--- src/rtl/rtc_pkg.sv ---
package rtc_pkg;
  localparam int unsigned OFS_SET_WR = 0;
  localparam int unsigned OFS_SET_RD = 1;
  localparam int unsigned OFS_CAL    = 2;
  localparam int unsigned OFS_CUR    = 4;
  localparam int unsigned OFS_STS    = 8;
  localparam int unsigned OFS_CTRL   = 16;
  localparam int unsigned BATT_BIT   = 31;
endpackage

--- src/rtl/rtc_tick_gen.sv ---
module rtc_tick_gen #(
  parameter int unsigned TC_W   = 16,
  parameter int unsigned FRAC_W = 4,
  localparam int unsigned CAL_W = TC_W + FRAC_W + 1,
  localparam int unsigned CNT_W = TC_W + 1
) (
  input  logic             clk_i,
  input  logic             rst_ni,
  input  logic             xtal_en_i,
  input  logic             cal_we_i,
  input  logic [CAL_W-1:0] cal_i,
  output logic             sec_evt_o,
  output logic [CNT_W-1:0] tick_cnt_o
);
  logic [CNT_W-1:0]  cnt_q, limit;
  logic [FRAC_W-1:0] win_q;
  logic              extra;

  generate
    if (FRAC_W > 0) begin : g_frac
      // first F seconds of each 2^FRAC_W window are one tick longer
      assign extra = cal_i[CAL_W-1] && (win_q < cal_i[CAL_W-2 -: FRAC_W]);
    end else begin : g_nofrac
      assign extra = 1'b0;
    end
  endgenerate

  assign limit      = {1'b0, cal_i[TC_W-1:0]} + CNT_W'(extra);
  assign sec_evt_o  = xtal_en_i && !cal_we_i && (cnt_q == limit);
  assign tick_cnt_o = cnt_q;

  always_ff @(posedge clk_i or negedge rst_ni) begin
    if (!rst_ni) begin
      cnt_q <= '0;
      win_q <= '0;
    end else if (cal_we_i) begin
      cnt_q <= '0;
      win_q <= '0;
    end else if (sec_evt_o) begin
      cnt_q <= '0;
      win_q <= win_q + 1'b1;
    end else if (xtal_en_i) begin
      cnt_q <= cnt_q + 1'b1;
    end
  end
endmodule

--- src/rtl/rtc_time_ctr.sv ---
module rtc_time_ctr #(
  parameter int unsigned TIME_W = 32
) (
  input  logic              clk_i,
  input  logic              rst_ni,
  input  logic              sec_evt_i,
  input  logic              set_we_i,
  input  logic [TIME_W-1:0] set_val_i,
  output logic [TIME_W-1:0] set_q_o,
  output logic              pend_o,
  output logic [TIME_W-1:0] cur_o
);
  logic [TIME_W-1:0] set_q, cur_q;
  logic              pend_q;

  always_ff @(posedge clk_i or negedge rst_ni) begin
    if (!rst_ni) begin
      set_q  <= '0;
      cur_q  <= '0;
      pend_q <= 1'b0;
    end else begin
      if (sec_evt_i) begin
        cur_q  <= pend_q ? set_q : cur_q + 1'b1;
        pend_q <= 1'b0;
      end
      // a new staged value supersedes the transfer flag of this cycle
      if (set_we_i) begin
        set_q  <= set_val_i;
        pend_q <= 1'b1;
      end
    end
  end

  assign set_q_o = set_q;
  assign pend_o  = pend_q;
  assign cur_o   = cur_q;
endmodule

--- src/rtl/rtc_sec_core.sv ---
module rtc_sec_core #(
  parameter int unsigned ADDR_W = 5,
  parameter int unsigned TC_W   = 16,
  parameter int unsigned FRAC_W = 4,
  parameter logic [TC_W+FRAC_W:0] CAL_RST = 21'h198233
) (
  input  logic              clk_i,
  input  logic              rst_ni,
  input  logic              xtal_en_i,
  input  logic              we_i,
  input  logic [ADDR_W-1:0] addr_i,
  input  logic [31:0]       wdata_i,
  output logic [31:0]       rdata_o,
  output logic              sec_evt_o
);
  import rtc_pkg::*;
  localparam int unsigned CAL_W = TC_W + FRAC_W + 1;
  localparam int unsigned CNT_W = TC_W + 1;

  logic [CAL_W-1:0] cal_q;
  logic             sts_q, batt_q;
  logic             cal_we, set_we, sts_we, ctrl_we;
  logic             sec_evt, pend;
  logic [CNT_W-1:0] tick_cnt;
  logic [31:0]      set_q, cur;

  assign cal_we  = we_i && (addr_i == ADDR_W'(OFS_CAL));
  assign set_we  = we_i && (addr_i == ADDR_W'(OFS_SET_WR));
  assign sts_we  = we_i && (addr_i == ADDR_W'(OFS_STS));
  assign ctrl_we = we_i && (addr_i == ADDR_W'(OFS_CTRL));

  always_ff @(posedge clk_i or negedge rst_ni) begin
    if (!rst_ni) begin
      cal_q  <= CAL_RST;
      sts_q  <= 1'b0;
      batt_q <= 1'b0;
    end else begin
      if (cal_we)  cal_q  <= wdata_i[CAL_W-1:0];
      if (ctrl_we) batt_q <= wdata_i[BATT_BIT];
      if (sec_evt)               sts_q <= 1'b1;
      else if (sts_we && wdata_i[0]) sts_q <= 1'b0;
    end
  end

  rtc_tick_gen #(.TC_W(TC_W), .FRAC_W(FRAC_W)) u_tick (
    .clk_i     (clk_i),
    .rst_ni    (rst_ni),
    .xtal_en_i (xtal_en_i),
    .cal_we_i  (cal_we),
    .cal_i     (cal_q),
    .sec_evt_o (sec_evt),
    .tick_cnt_o(tick_cnt)
  );

  rtc_time_ctr #(.TIME_W(32)) u_time (
    .clk_i    (clk_i),
    .rst_ni   (rst_ni),
    .sec_evt_i(sec_evt),
    .set_we_i (set_we),
    .set_val_i(wdata_i),
    .set_q_o  (set_q),
    .pend_o   (pend),
    .cur_o    (cur)
  );

  always_comb begin
    rdata_o = '0;
    case (addr_i)
      ADDR_W'(OFS_SET_RD): rdata_o = set_q;
      ADDR_W'(OFS_CAL):    rdata_o = 32'(cal_q);
      ADDR_W'(OFS_CUR):    rdata_o = cur;
      ADDR_W'(OFS_STS):    rdata_o = {31'b0, sts_q};
      ADDR_W'(OFS_CTRL):   rdata_o = {batt_q, 31'b0};
      default:             rdata_o = '0;
    endcase
  end

  assign sec_evt_o = sec_evt;
endmodule

--- config.mk ---
export PLATFORM = sky130hd
export DESIGN_NAME = rtc_sec_core
export DESIGN_NICKNAME = d
export VERILOG_FILES = /design/src/rtl/rtc_pkg.sv /design/src/rtl/rtc_tick_gen.sv /design/src/rtl/rtc_time_ctr.sv /design/src/rtl/rtc_sec_core.sv
export SDC_FILE = /design/constraint.sdc
export NUM_CORES = 1
export LEC_CHECK = 0
export BUFFER_PORTS_ARGS = -buffer_cell sky130_fd_sc_hd__buf_2
export CAP_MARGIN = 30
export CORE_MARGIN = 2
export CORE_UTILIZATION = 59
export CTS_CLUSTER_SIZE = 40
export DETAILED_ROUTE_END_ITERATION = 6
export PLACE_DENSITY = 0.8
export SLEW_MARGIN = 30
export SYNTH_ARGS = -nofsm -noshare
export SYNTH_HDL_FRONTEND = slang
export SYNTH_HIERARCHICAL = 1
export SYNTH_SLANG_ARGS = --single-unit
export TNS_END_PERCENT = 50
--- constraint.sdc ---
create_clock -name clk_i -period 4.7 [get_ports clk_i]
set_clock_uncertainty 0.2 [all_clocks]
set_input_delay 0.235 -clock clk_i [delete_from_list [all_inputs] [get_ports clk_i]]
set_output_delay 0.235 -clock clk_i [all_outputs]
set_load 0.02 [all_outputs]
==> metrics.md <==
| Metric | Value |
|---|---|
| Core area | 10900 um2 |
| Die height | about 110 um |
| Slew Viols, Final | 0 |
| Multi-input gate area in the final layout | 3640 um2 |
| Remaining DRCs | 0 |
| First-pass DRT Iterations | 5 |
| Worst reg2reg setup slack | 300 ps |
| Status | completed |
| H-Tree Depth | 3 |
| Worst reg-to-reg path cell count | 19 |
| Max_cap viols | 0 |
| Final cell area excluding filler cells | about 7600 um2 |
| Vias in the first global route | 5659 |
| Clk Latency, worst-skew pair | 410 ps |
| Syn_nets | 715 |
| Fill count | 824 |
| Worst setup SP type | flip-flop |
| Antenna Nets Post-Route | 0 |
| Ant diodes | 0 |
| Endpoints failing setup | 0 |
| PortBufs | 73 |
| Hold Crit Depth | 4 |
| Initial Util | 0.605 |
| Io pins | 74 |
| Avg Inst Size Synth | 9.90 um2 |
| Setup slack after layout | approximately 250 ps |
| Num CTS Buffers | 9 |
| IR Drop Worst-Case VDD | between 0.0002 and 0.0003 V |
| Crit-path cells | inv_1 -> ha_1 -> a21oi_1 -> nor2b_1 -> o21ai_0 -> and3b_1 -> ha_1 -> ha_1 -> nand3_2 -> nor4_2 -> xnor2_2 -> and2_1 -> nand4b_1 -> nor3_4 -> buf_8 -> buf_2 |
| Root Driver | clkbuf_8 |
| Clock slew at reported path FFs | about 110 ps |
| CTS tree | done |
| Vias | 5905 |
| Sequential-to-total area share from yosys stat | 0.416 |
| RePlAce Congestion | 0.929 |
| Commonest non-fill, non-tap cell in the layout | dfrtp_1 |
| Max Freq | 225 MHz |
| Via density | 6.55 |
| Worst Path Required | 4260 ps |
| Pwr Total | 0.00277 W |
| Drt first-iter violations | 431 |
| Hold Slack | 56.9 ps |
| P per Cell Area | 363 nW/um2 |
| Longest Clk Path Bufs | 2 |
| Total grt overflow | 0 |
| Ys flop type | dfrtp_1 |
| Final net count | just over 800 |
| Distinct cells, synth | 69 |
| Synth Warn # | 6 |
| Setup TNS Final | 0 ps |
| Worst path top cell family by delay | simple AND/OR/NAND/NOR gates |
| CP Capture Type | output port |
| Max-slew headroom | 0.497 |
| Layout cell share with drive strength beyond 1 | 0.244 |
| Die area | 12000 um2 |
| Actual slew at the worst max-slew pin | about 760 ps |
| Avg WL per Cell | 19.4 um |
| DP HPWL | 11700 um |
| Static leakage | 3.19 nW |
| Site Rows | 38 |
| Final Critical Period | 4450 ps |
| Initial antenna violation count | 0 |
| Worst Hold End | sts_q |
| Total wire length | about 17000 um |
| Worst Hold Launch | addr_i[4] |
| Width of the die | 110 um |
| Crit-path most repeated cell | ha_1 |
| Synthesized instance count | approximately 670 |
| DP Worst Slack | 254 ps |
| Synthesized flop and latch total | between 100 and 150 |
| Tcrit/Tclk final | 0.946 |
| CP Max Fanout | 25 |
| HP Class | in2reg |
| Crit path DAT | roughly 4000 ps |
| Slowest-stage cell, CP | nor4_2 |
| Worst Path Buf+Inv | 3 |
| Placed Area | a little over 7000 um2 |
| Commonest non-fill, non-tap cells in the layout | 100 x dfrtp_1, 72 x buf_2, 47 x nand2_1 |
| TritonCTS Sinks | 109 |
| First-pass GRT wire length | 28100 um |
| Largest net degree at the start of global routing | 78 |
| Worst R2R Start | cal_q[17] |
| CP max stage delay | 420 ps |
| Fraction of registers with async set/reset | 1.00 |
| Critical path class | reg2out |
| Number of flops mapped to enable cells by yosys | 0 |
| GRT Overall Usage | 0.303 |
| Mapped Area | 6590 um2 |
| Layout Area Growth over Synthesis | 15.8% |
| Reg2reg end | u_time/cur_o[23] |
| Sequential cell area | between 2000 and 3000 um2 |
| Hold Fails Final Rpt | 0 |
[logic make-up (layout without fill, tap and decap cells)]
family / after synthesis / in the layout / share of synthesized area
XOR/XNOR: 35 / 35 / 0.0465
flip-flops: 109 / 109 / 0.416
multiplexers: 65 / 65 / 0.121
AO/OA/AOI/OAI: 160 / 160 / 0.170
buffers and inverters: 56 / 151 / 0.0378
AND/OR/NAND/NOR: 233 / 233 / 0.193
adder cells (fa/ha/maj): 8 / 8 / 0.0152
[synth_stat cells, drive strengths merged (3+ instances only)]
| library cell | number | area [um2] |
|---|---|---|
| o22ai | 8 | 50.1 |
| nor4 | 13 | 96.3 |
| nor3 | 39 | 200 |
| mux2i | 7 | 70.1 |
| nand2 | 47 | 176 |
| a22oi | 27 | 203 |
| and3b | 3 | 26.3 |
| clkbuf | 30 | 113 |
| and4 | 6 | 52.6 |
| or4 | 4 | 33.8 |
| xor2 | 15 | 131 |
| nand3 | 31 | 160 |
| and2 | 6 | 37.5 |
| o31ai | 4 | 30.0 |
| nand4 | 17 | 113 |
| nor2 | 27 | 101 |
| mux2 | 58 | 728 |
| a22o | 10 | 87.6 |
| a21o | 4 | 30.0 |
| a21oi | 30 | 150 |
| nand2b | 3 | 18.8 |
| xnor2 | 20 | 175 |
| o311ai | 3 | 26.3 |
| and3 | 8 | 50.1 |
| o2bb2ai | 21 | 184 |
| o21a | 3 | 22.5 |
| buf | 11 | 80.1 |
| or3 | 7 | 43.8 |
| a31oi | 4 | 25.0 |
| nor2b | 13 | 83.8 |
| dfrtp | 100 | 2500 |
| dfstp | 9 | 236 |
| ha | 8 | 100 |
| nand4b | 3 | 26.3 |
| inv | 14 | 52.6 |
| o21ai | 25 | 129 |
[worst max path at each step]
stage | startpoint | endpoint | depth (start not counted)
3_3_place_gp | cal_q[17] | u_time/cur_o[29] | 19
3_5_place_dp | cal_q[17] | u_time/cur_o[23] | 19
6_report | cal_q[17] | sec_evt_o | 16
5_1_grt | cal_q[17] | u_time/cur_o[19] | 19
2_1_floorplan | cal_q[17] | u_time/cur_o[28] | 18
4_1_cts | cal_q[17] | sec_evt_o | 16
[through the flow]
stage,std cells,util
final,901,0.701
after global routing,901,0.701
after CTS,901,0.697
after detailed placement,850,0.647
after global placement,850,0.646
after floorplan,666,-
[flip-flops by register name, summed over array words and instances, names as in the netlist]
register and cells:
batt_q 1, cal_q 21, sts_q 1, u_tick/tick_cnt_o 17
u_tick/win_q 4, u_time/cur_o 32, u_time/pend_o 1, u_time/set_q_o 32
[metal layers]
| layer | global-route usage | up-vias | wire length [um] |
|---|---|---|---|
| li1 | - | 2690 | - |
| met1 | 0.408 | 2866 | 7670 |
| met2 | 0.465 | 296 | 8070 |
| met3 | 0.0664 | 53 | 1130 |
| met4 | 0.146 | 0 | 617 |
| met5 | 0 | - | 0 |
[area by class of cell]
| cell class | instances | share of cell area |
|---|---|---|
| multi-input cells | 501 | 0.477 |
| well taps | 140 | 0.0229 |
| flip-flops and latches | 109 | 0.359 |
| clock buffers | 10 | 0.0167 |
| repair buffers | 120 | 0.108 |
| inverters | 15 | 0.00738 |
| clock inverters | 6 | 0.00901 |
[power breakdown]
| part | switching, W | internal [W] | total [W] |
|---|---|---|---|
| Clock | 0.000345 | 0.000252 | 0.000597 |
| Sequential | 0.000264 | 0.00113 | 0.00140 |
| Combinational | 0.000398 | 0.000378 | 0.000776 |
| Total | 0.00101 | 0.00176 | 0.00277 |
[worst register-to-register path: stages (launching register included)]
cell and delay [ps]:
dfrtp_1 390, inv_1 60, ha_1 290, a21oi_1 150, nor2b_1 60, o21ai_0 130
and3b_1 220, ha_1 230, ha_1 250, nand3_2 170, nor4_2 420, xnor2_2 190
and2_1 170, nand4b_1 170, nor3_4 270, buf_6 210, inv_1 120, buf_4 220
a22oi_1 190, o311ai_0 160
[what timing repair did]
item,in CTS,in global routing
setup endpoints to repair,0,12
hold endpoints to repair,126,0
hold buffers,35,0
resized for setup,0,8
setup buffers,0,0
Note: power is estimated with default switching activity, not from simulation.
